$ cat config.mk
export PLATFORM = sky130hd
export DESIGN_NAME = dmar_top
export DESIGN_NICKNAME = d
export VERILOG_FILES = /design/src/rtl/dmar_pkg.sv /design/src/rtl/dmar_decode.sv /design/src/rtl/dmar_addr_reg.sv /design/src/rtl/dmar_cnt_reg.sv /design/src/rtl/dmar_top.sv
export SDC_FILE = /design/constraint.sdc
export NUM_CORES = 1
export LEC_CHECK = 0
export BUFFER_PORTS_ARGS = -buffer_cell sky130_fd_sc_hd__buf_4
export CAP_MARGIN = 20
export CORE_ASPECT_RATIO = 1.25
export CORE_MARGIN = 2
export CORE_UTILIZATION = 40
export CTS_BUF_LIST = sky130_fd_sc_hd__clkbuf_16
export CTS_CLUSTER_SIZE = 8
export DETAILED_ROUTE_END_ITERATION = 10
export PLACE_DENSITY = 0.66
export SKIP_CTS_REPAIR_TIMING = 1
export SYNTH_ARGS = -nofsm -noshare
export SYNTH_HDL_FRONTEND = slang
export SYNTH_SLANG_ARGS = --single-unit
$ cat constraint.sdc
create_clock -name clk -period 2.2 [get_ports clk]
set_input_delay 0.22 -clock clk [delete_from_list [all_inputs] [get_ports clk]]
set_output_delay 0.22 -clock clk [all_outputs]
set_load 0.03 [all_outputs]
$ cat src/rtl/dmar_pkg.sv
package dmar_pkg;

    localparam int DEF_LOW_W  = 8;
    localparam int DEF_HIGH_W = 13;
    localparam int DEF_CNT_W  = 14;

    typedef enum logic [1:0] {
        ADDR_HOLD    = 2'd0,
        ADDR_LOAD_LO = 2'd1,
        ADDR_LOAD_HI = 2'd2,
        ADDR_STEP    = 2'd3
    } addr_op_e;

    typedef enum logic [1:0] {
        CNT_HOLD = 2'd0,
        CNT_LOAD = 2'd1,
        CNT_STEP = 2'd2
    } cnt_op_e;

endpackage

$ cat src/rtl/dmar_decode.sv
module dmar_decode
    import dmar_pkg::*;
(
    input  logic     addr_wr,
    input  logic     cnt_wr,
    input  logic     half_sel,
    input  logic     step,
    output addr_op_e addr_op,
    output cnt_op_e  cnt_op
);

    // A CPU store outranks the engine step for the register it targets.
    always_comb begin
        if (addr_wr) begin
            addr_op = half_sel ? ADDR_LOAD_HI : ADDR_LOAD_LO;
        end else if (step) begin
            addr_op = ADDR_STEP;
        end else begin
            addr_op = ADDR_HOLD;
        end
    end

    always_comb begin
        if (cnt_wr) begin
            cnt_op = CNT_LOAD;
        end else if (step) begin
            cnt_op = CNT_STEP;
        end else begin
            cnt_op = CNT_HOLD;
        end
    end

endmodule

$ cat src/rtl/dmar_addr_reg.sv
module dmar_addr_reg
    import dmar_pkg::*;
#(
    parameter int LOW_W  = DEF_LOW_W,
    parameter int HIGH_W = DEF_HIGH_W,
    localparam int WORD_W = LOW_W + HIGH_W,
    localparam int AW     = WORD_W + 1
) (
    input  logic              clk,
    input  logic              rst_n,
    input  addr_op_e          op,
    input  logic [HIGH_W:1]   src,
    output logic [AW-1:0]     addr_o
);

    typedef struct packed {
        logic [HIGH_W-1:0] hi;
        logic [LOW_W-1:0]  lo;
    } addr_st_t;

    addr_st_t st_d, st_q;

    always_comb begin
        st_d = st_q;
        case (op)
            ADDR_LOAD_HI: st_d.hi = src[HIGH_W:1];
            ADDR_LOAD_LO: st_d.lo = src[LOW_W:1];
            ADDR_STEP:    st_d    = addr_st_t'(st_q + 1'b1);
            default:      st_d    = st_q;
        endcase
    end

    always_ff @(posedge clk or negedge rst_n) begin
        if (!rst_n) begin
            st_q <= '0;
        end else begin
            st_q <= st_d;
        end
    end

    // Word storage only; the byte bit is tied low.
    assign addr_o = {st_q, 1'b0};

    assert_hi_keeps_lo_R4: assert property (@(posedge clk) disable iff (!rst_n)
        (op == ADDR_LOAD_HI) |=> (addr_o[LOW_W:1] == $past(addr_o[LOW_W:1])));

    assert_lo_keeps_hi_R5: assert property (@(posedge clk) disable iff (!rst_n)
        (op == ADDR_LOAD_LO) |=> (addr_o[AW-1:LOW_W+1] == $past(addr_o[AW-1:LOW_W+1])));

    assert_addr_step_R7: assert property (@(posedge clk) disable iff (!rst_n)
        (op == ADDR_STEP) |=> (addr_o == AW'($past(addr_o) + AW'(2))));

    assert_addr_hold_R10: assert property (@(posedge clk) disable iff (!rst_n)
        (op == ADDR_HOLD) |=> $stable(addr_o));

endmodule

$ cat src/rtl/dmar_cnt_reg.sv
module dmar_cnt_reg
    import dmar_pkg::*;
#(
    parameter int CNT_W = DEF_CNT_W,
    localparam int DW   = CNT_W + 2
) (
    input  logic             clk,
    input  logic             rst_n,
    input  cnt_op_e          op,
    input  logic [DW-1:0]    wdata,
    output logic [CNT_W-1:0] cnt_o,
    output logic             dir_o,
    output logic             en_o,
    output logic [DW-1:0]    rdata_o
);

    typedef struct packed {
        logic [CNT_W-1:0] cnt;
        logic             dir;
        logic             en;
    } cnt_st_t;

    cnt_st_t st_d, st_q;

    always_comb begin
        st_d = st_q;
        case (op)
            CNT_LOAD: begin
                st_d.cnt = wdata[CNT_W-1:0] + 1'b1;
                st_d.dir = wdata[CNT_W];
                st_d.en  = wdata[CNT_W+1];
            end
            CNT_STEP: st_d.cnt = st_q.cnt + 1'b1;
            default:  st_d     = st_q;
        endcase
    end

    always_ff @(posedge clk or negedge rst_n) begin
        if (!rst_n) begin
            st_q <= '0;
        end else begin
            st_q <= st_d;
        end
    end

    assign cnt_o   = st_q.cnt;
    assign dir_o   = st_q.dir;
    assign en_o    = st_q.en;
    assign rdata_o = {2'b11, st_q.cnt};

    assert_cnt_load_R1: assert property (@(posedge clk) disable iff (!rst_n)
        (op == CNT_LOAD) |=> (cnt_o == CNT_W'($past(wdata[CNT_W-1:0]) + 1'b1)));

    assert_ctrl_load_R2: assert property (@(posedge clk) disable iff (!rst_n)
        (op == CNT_LOAD) |=> ({en_o, dir_o} == $past(wdata[CNT_W+1:CNT_W])));

    assert_cnt_step_R7: assert property (@(posedge clk) disable iff (!rst_n)
        (op == CNT_STEP) |=> ((cnt_o == CNT_W'($past(cnt_o) + 1'b1)) && $stable(dir_o) && $stable(en_o)));

    assert_cnt_hold_R10: assert property (@(posedge clk) disable iff (!rst_n)
        (op == CNT_HOLD) |=> ($stable(cnt_o) && $stable(dir_o) && $stable(en_o)));

endmodule

$ cat src/rtl/dmar_top.sv
module dmar_top
    import dmar_pkg::*;
#(
    parameter int LOW_W  = DEF_LOW_W,
    parameter int HIGH_W = DEF_HIGH_W,
    parameter int CNT_W  = DEF_CNT_W,
    localparam int AW    = LOW_W + HIGH_W + 1,
    localparam int SEL_B = HIGH_W + 1,
    localparam int DW    = CNT_W + 2
) (
    input  logic             clk,
    input  logic             rst_n,
    input  logic             addr_wr,
    input  logic             cnt_wr,
    input  logic [SEL_B:1]   reg_addr,
    input  logic [DW-1:0]    wdata,
    input  logic             step,
    output logic [AW-1:0]    dma_addr,
    output logic [CNT_W-1:0] dma_count,
    output logic             dma_dir,
    output logic             dma_en,
    output logic [DW-1:0]    cnt_rdata
);

    addr_op_e addr_op;
    cnt_op_e  cnt_op;

    dmar_decode u_decode (
        .addr_wr (addr_wr),
        .cnt_wr  (cnt_wr),
        .half_sel(reg_addr[SEL_B]),
        .step    (step),
        .addr_op (addr_op),
        .cnt_op  (cnt_op)
    );

    dmar_addr_reg #(.LOW_W(LOW_W), .HIGH_W(HIGH_W)) u_addr (
        .clk   (clk),
        .rst_n (rst_n),
        .op    (addr_op),
        .src   (reg_addr[HIGH_W:1]),
        .addr_o(dma_addr)
    );

    dmar_cnt_reg #(.CNT_W(CNT_W)) u_cnt (
        .clk    (clk),
        .rst_n  (rst_n),
        .op     (cnt_op),
        .wdata  (wdata),
        .cnt_o  (dma_count),
        .dir_o  (dma_dir),
        .en_o   (dma_en),
        .rdata_o(cnt_rdata)
    );

    assert_wr_beats_step_R8: assert property (@(posedge clk) disable iff (!rst_n)
        (cnt_wr && step) |=> (dma_count == CNT_W'($past(wdata[CNT_W-1:0]) + 1'b1)));

endmodule

==> flow_summary.json <==
{
  "grt_max_degree": 38,
  "crit_required_ns": 2.35,
  "swShare_pct": 38.8,
  "worst-r2r-setup-slack_ns": 0.29,
  "p_int_w": 0.00157,
  "antenna_left": 0,
  "hold_violations": 0,
  "cts.clk_slew.worst_paths_ns": 0.06,
  "grtUsageTotal_pct": 19.9,
  "whs_path_depth": 3,
  "ys.flop_type": "dfrtp_1",
  "rows": 33,
  "insertion_delay_ns": 0.28,
  "initial_core_util_pct": 40.8,
  "routed_via_density": 5.36,
  "drcViolationCount": 0,
  "cts_tree": "done",
  "timing.rr.end": "u_cnt.cnt_o[6]",
  "peakVddDrop_v": 0.000385,
  "power_leakage_nw": 1.50,
  "cts_buffers": 5,
  "min_to": "u_addr.addr_o[5]",
  "finalMaxSlewViolations": 0,
  "drv_cap": 0,
  "min_from": "reg_addr[5]",
  "max_slew_margin_pct": 66.4,
  "final_area_sq_um": 3440,
  "switchingPower_w": 0.000997,
  "syn_inst": 305,
  "cts_max_path_buffers": 2,
  "drive_gt1_share_pct": 30.4,
  "max_freq_ghz": 0.524,
  "wl_per_cell_um": 15.3,
  "final_cells": 469,
  "arrival_ns": 2.06,
  "tightest_slew_ns": 0.504,
  "skew_ns": 0.00443,
  "die_w_um": 76.8,
  "r2r_start": "u_cnt.cnt_o[1]",
  "cp-end-kind": "flip-flop",
  "setup_viol": 0,
  "synth.distinct_cells": 51,
  "port_buffers": 85,
  "critPathLaunchType": "flip-flop",
  "ys_ff_latch": 37,
  "grt_antenna_before_repair": 0,
  "dr.pass1.iters": 5,
  "n_antenna_cell": 0,
  "ff2ff_path_depth": 7,
  "place_area_sq_um": 3290,
  "dr.first_iter.drc_count": 118,
  "grt_pass1_vias": 2432,
  "rsz0062_at_grt": "false",
  "htree_levels": 2,
  "timing_worst_setup_path_type": "reg2reg",
  "core_area_sq_um": 6480,
  "p_clk_share_pct": 26.3,
  "syn_area_sq_um": 2650,
  "hold_class": "in2reg",
  "gp_congestion": 0.887,
  "wirelength_mm": 7.19,
  "status": "finished, final reports clean",
  "cts_sinks": 37,
  "synth-async-reset-ratio_pct": 100,
  "dp_hpwl_mm": 5.51,
  "crit_fanout": 7,
  "finalSetupTns_ns": 0,
  "dieArea_sq_um": 7290,
  "fillers": 605,
  "nNetsFinal": 418,
  "min_period_ns": 1.91,
  "grt_pass1_wl_mm": 11.6,
  "p_per_area_nw_per_um2": 747,
  "num_vias": 2514,
  "fin_total_pwr_w": 0.00257,
  "overflow": 0,
  "final.period_utilization_pct": 86.8,
  "synth-edff-count": 0,
  "fp.dieH_um": 95.0,
  "placed_cells": 460,
  "ys_seq_area_share_pct": 35.0,
  "yosys_warnings": 0,
  "ioPinCount": 89,
  "area_delta_synth_final_pct": 29.9,
  "worst_slack_ns": 0.291,
  "preCtsSetupSlack_ns": 0.104,
  "combPwrFrac_pct": 37.1,
  "root_buffer": "clkbuf_16",
  "synth_area_per_cell_sq_um": 8.68,
  "pwr-share-seq_pct": 36.6
}
-- through the flow --
stage | utilization, % | hold WS, ns
6_report | 53.0 | 0.145
5_1_grt | 53.0 | 0.144
4_1_cts | 52.9 | -0.0754
3_5_place_dp | 50.7 | 0.220
3_3_place_gp | 50.7 | 0.231
2_1_floorplan | - | -0.0756
-- layout by cell type, fill, tap and decap left out, drive strengths merged, types with 3 or more instances in the layout --
| cell type | count |
|---|---|
| buf | 94 |
| nand2 | 44 |
| dfrtp | 37 |
| nor2 | 31 |
| mux2i | 17 |
| o21ai | 16 |
| xnor2 | 15 |
| nand3 | 13 |
| a21oi | 12 |
| o211ai | 12 |
| and3 | 10 |
| nor3 | 8 |
| nand4 | 7 |
| xor2 | 7 |
| inv | 5 |
| a31oi | 5 |
| clkbuf | 5 |
| mux2 | 4 |
| nor4 | 4 |
| and2 | 3 |
| a311oi | 3 |
| conb | 3 |
| nand2b | 3 |
-- cell type report --
cell class / count / area [sq um] / area share [%]
clock inverter: 3 / 13.8 / 0.400
clock buffer: 5 / 125 / 3.64
sequential: 37 / 926 / 26.9
timing repair buffer: 95 / 716 / 20.8
tap: 87 / 109 / 3.17
multi-input combinational: 238 / 1530 / 44.6
inverter: 4 / 15.0 / 0.437
-- cells in the mapped netlist (4+ instances only) --
cell / instances / area [sq um]
a21oi_1: 12 / 60.1
a31oi_1: 5 / 31.3
and3_1: 10 / 62.6
buf_4: 18 / 135
clkbuf_1: 7 / 26.3
dfrtp_1: 37 / 926
inv_1: 4 / 15.0
mux2_2: 4 / 45.0
mux2i_1: 15 / 150
nand2_1: 44 / 165
nand3_1: 13 / 65.1
nand4_1: 7 / 43.8
nor2_1: 31 / 116
nor3_1: 7 / 35.0
o211ai_1: 11 / 82.6
o21ai_0: 9 / 45.0
o21ai_1: 6 / 30.0
xnor2_1: 15 / 131
xor2_1: 7 / 61.3
-- power groups by stage --
stage / Sequential [W] / Combinational, W / Clock (W)
finish: 0.000940 / 0.000953 / 0.000675
global route: 0.000960 / 0.00102 / 0.000726
CTS: 0.000939 / 0.000959 / 0.000690
detailed placement: 0.000948 / 0.000956 / 0
global placement: 0.000945 / 0.000947 / 0
floorplan: 0.00112 / 0.000431 / 0
-- critical path, cell delays in order (launching register included) --
cell	delay (ns)
dfrtp_1	0.41
mux2i_1	0.14
inv_1	0.16
ha_1	0.33
nand3b_1	0.23
nor3_1	0.28
xnor2_1	0.14
mux2i_1	0.08
-- how the worst max path moves through the flow --
stage                           from                end  slack [ns]
global placement              cnt_wr    u_cnt.cnt_o[10]        0.20
finish                u_cnt.cnt_o[1]     u_cnt.cnt_o[6]        0.29
floorplan                     cnt_wr    u_cnt.cnt_o[10]        0.19
detailed placement            cnt_wr     u_cnt.cnt_o[6]        0.10
CTS                 u_addr.addr_o[1]  u_addr.addr_o[11]        0.29
global route          u_cnt.cnt_o[1]    u_cnt.cnt_o[10]        0.11
-- state kept, by name (all words and copies together), names as in the netlist --
register,cells
u_cnt.en_o,1
u_addr.addr_o,21
u_cnt.dir_o,1
u_cnt.cnt_o,14
-- metal layers --
metal / wire length [um] / GRT usage (%) / share of wire [%] / vias to the layer above
met5: 0 / 0 / 0 / -
met4: 112 / 8.48 / 1.6 / 0
met3: 405 / 3.63 / 5.6 / 11
met2: 3810 / 37.1 / 53 / 86
met1: 2860 / 22.2 / 40 / 1204
li1: - / - / - / 1213
-- kinds of logic after synthesis --
| kind of cell | count (synthesis) | synth area share [%] |
|---|---|---|
| AOI/OAI and AO/OA | 60 | 15.7 |
| xor gates and xnor gates | 22 | 7.28 |
| adders and majority gates | 2 | 0.945 |
| buffers and inverters | 31 | 7.23 |
| DFF | 37 | 35.0 |
| muxes | 21 | 8.74 |
| other | 2 | 0.284 |
| and+or+nand+nor | 130 | 24.8 |
No activity file was read; power rests on OpenSTA's default activity.
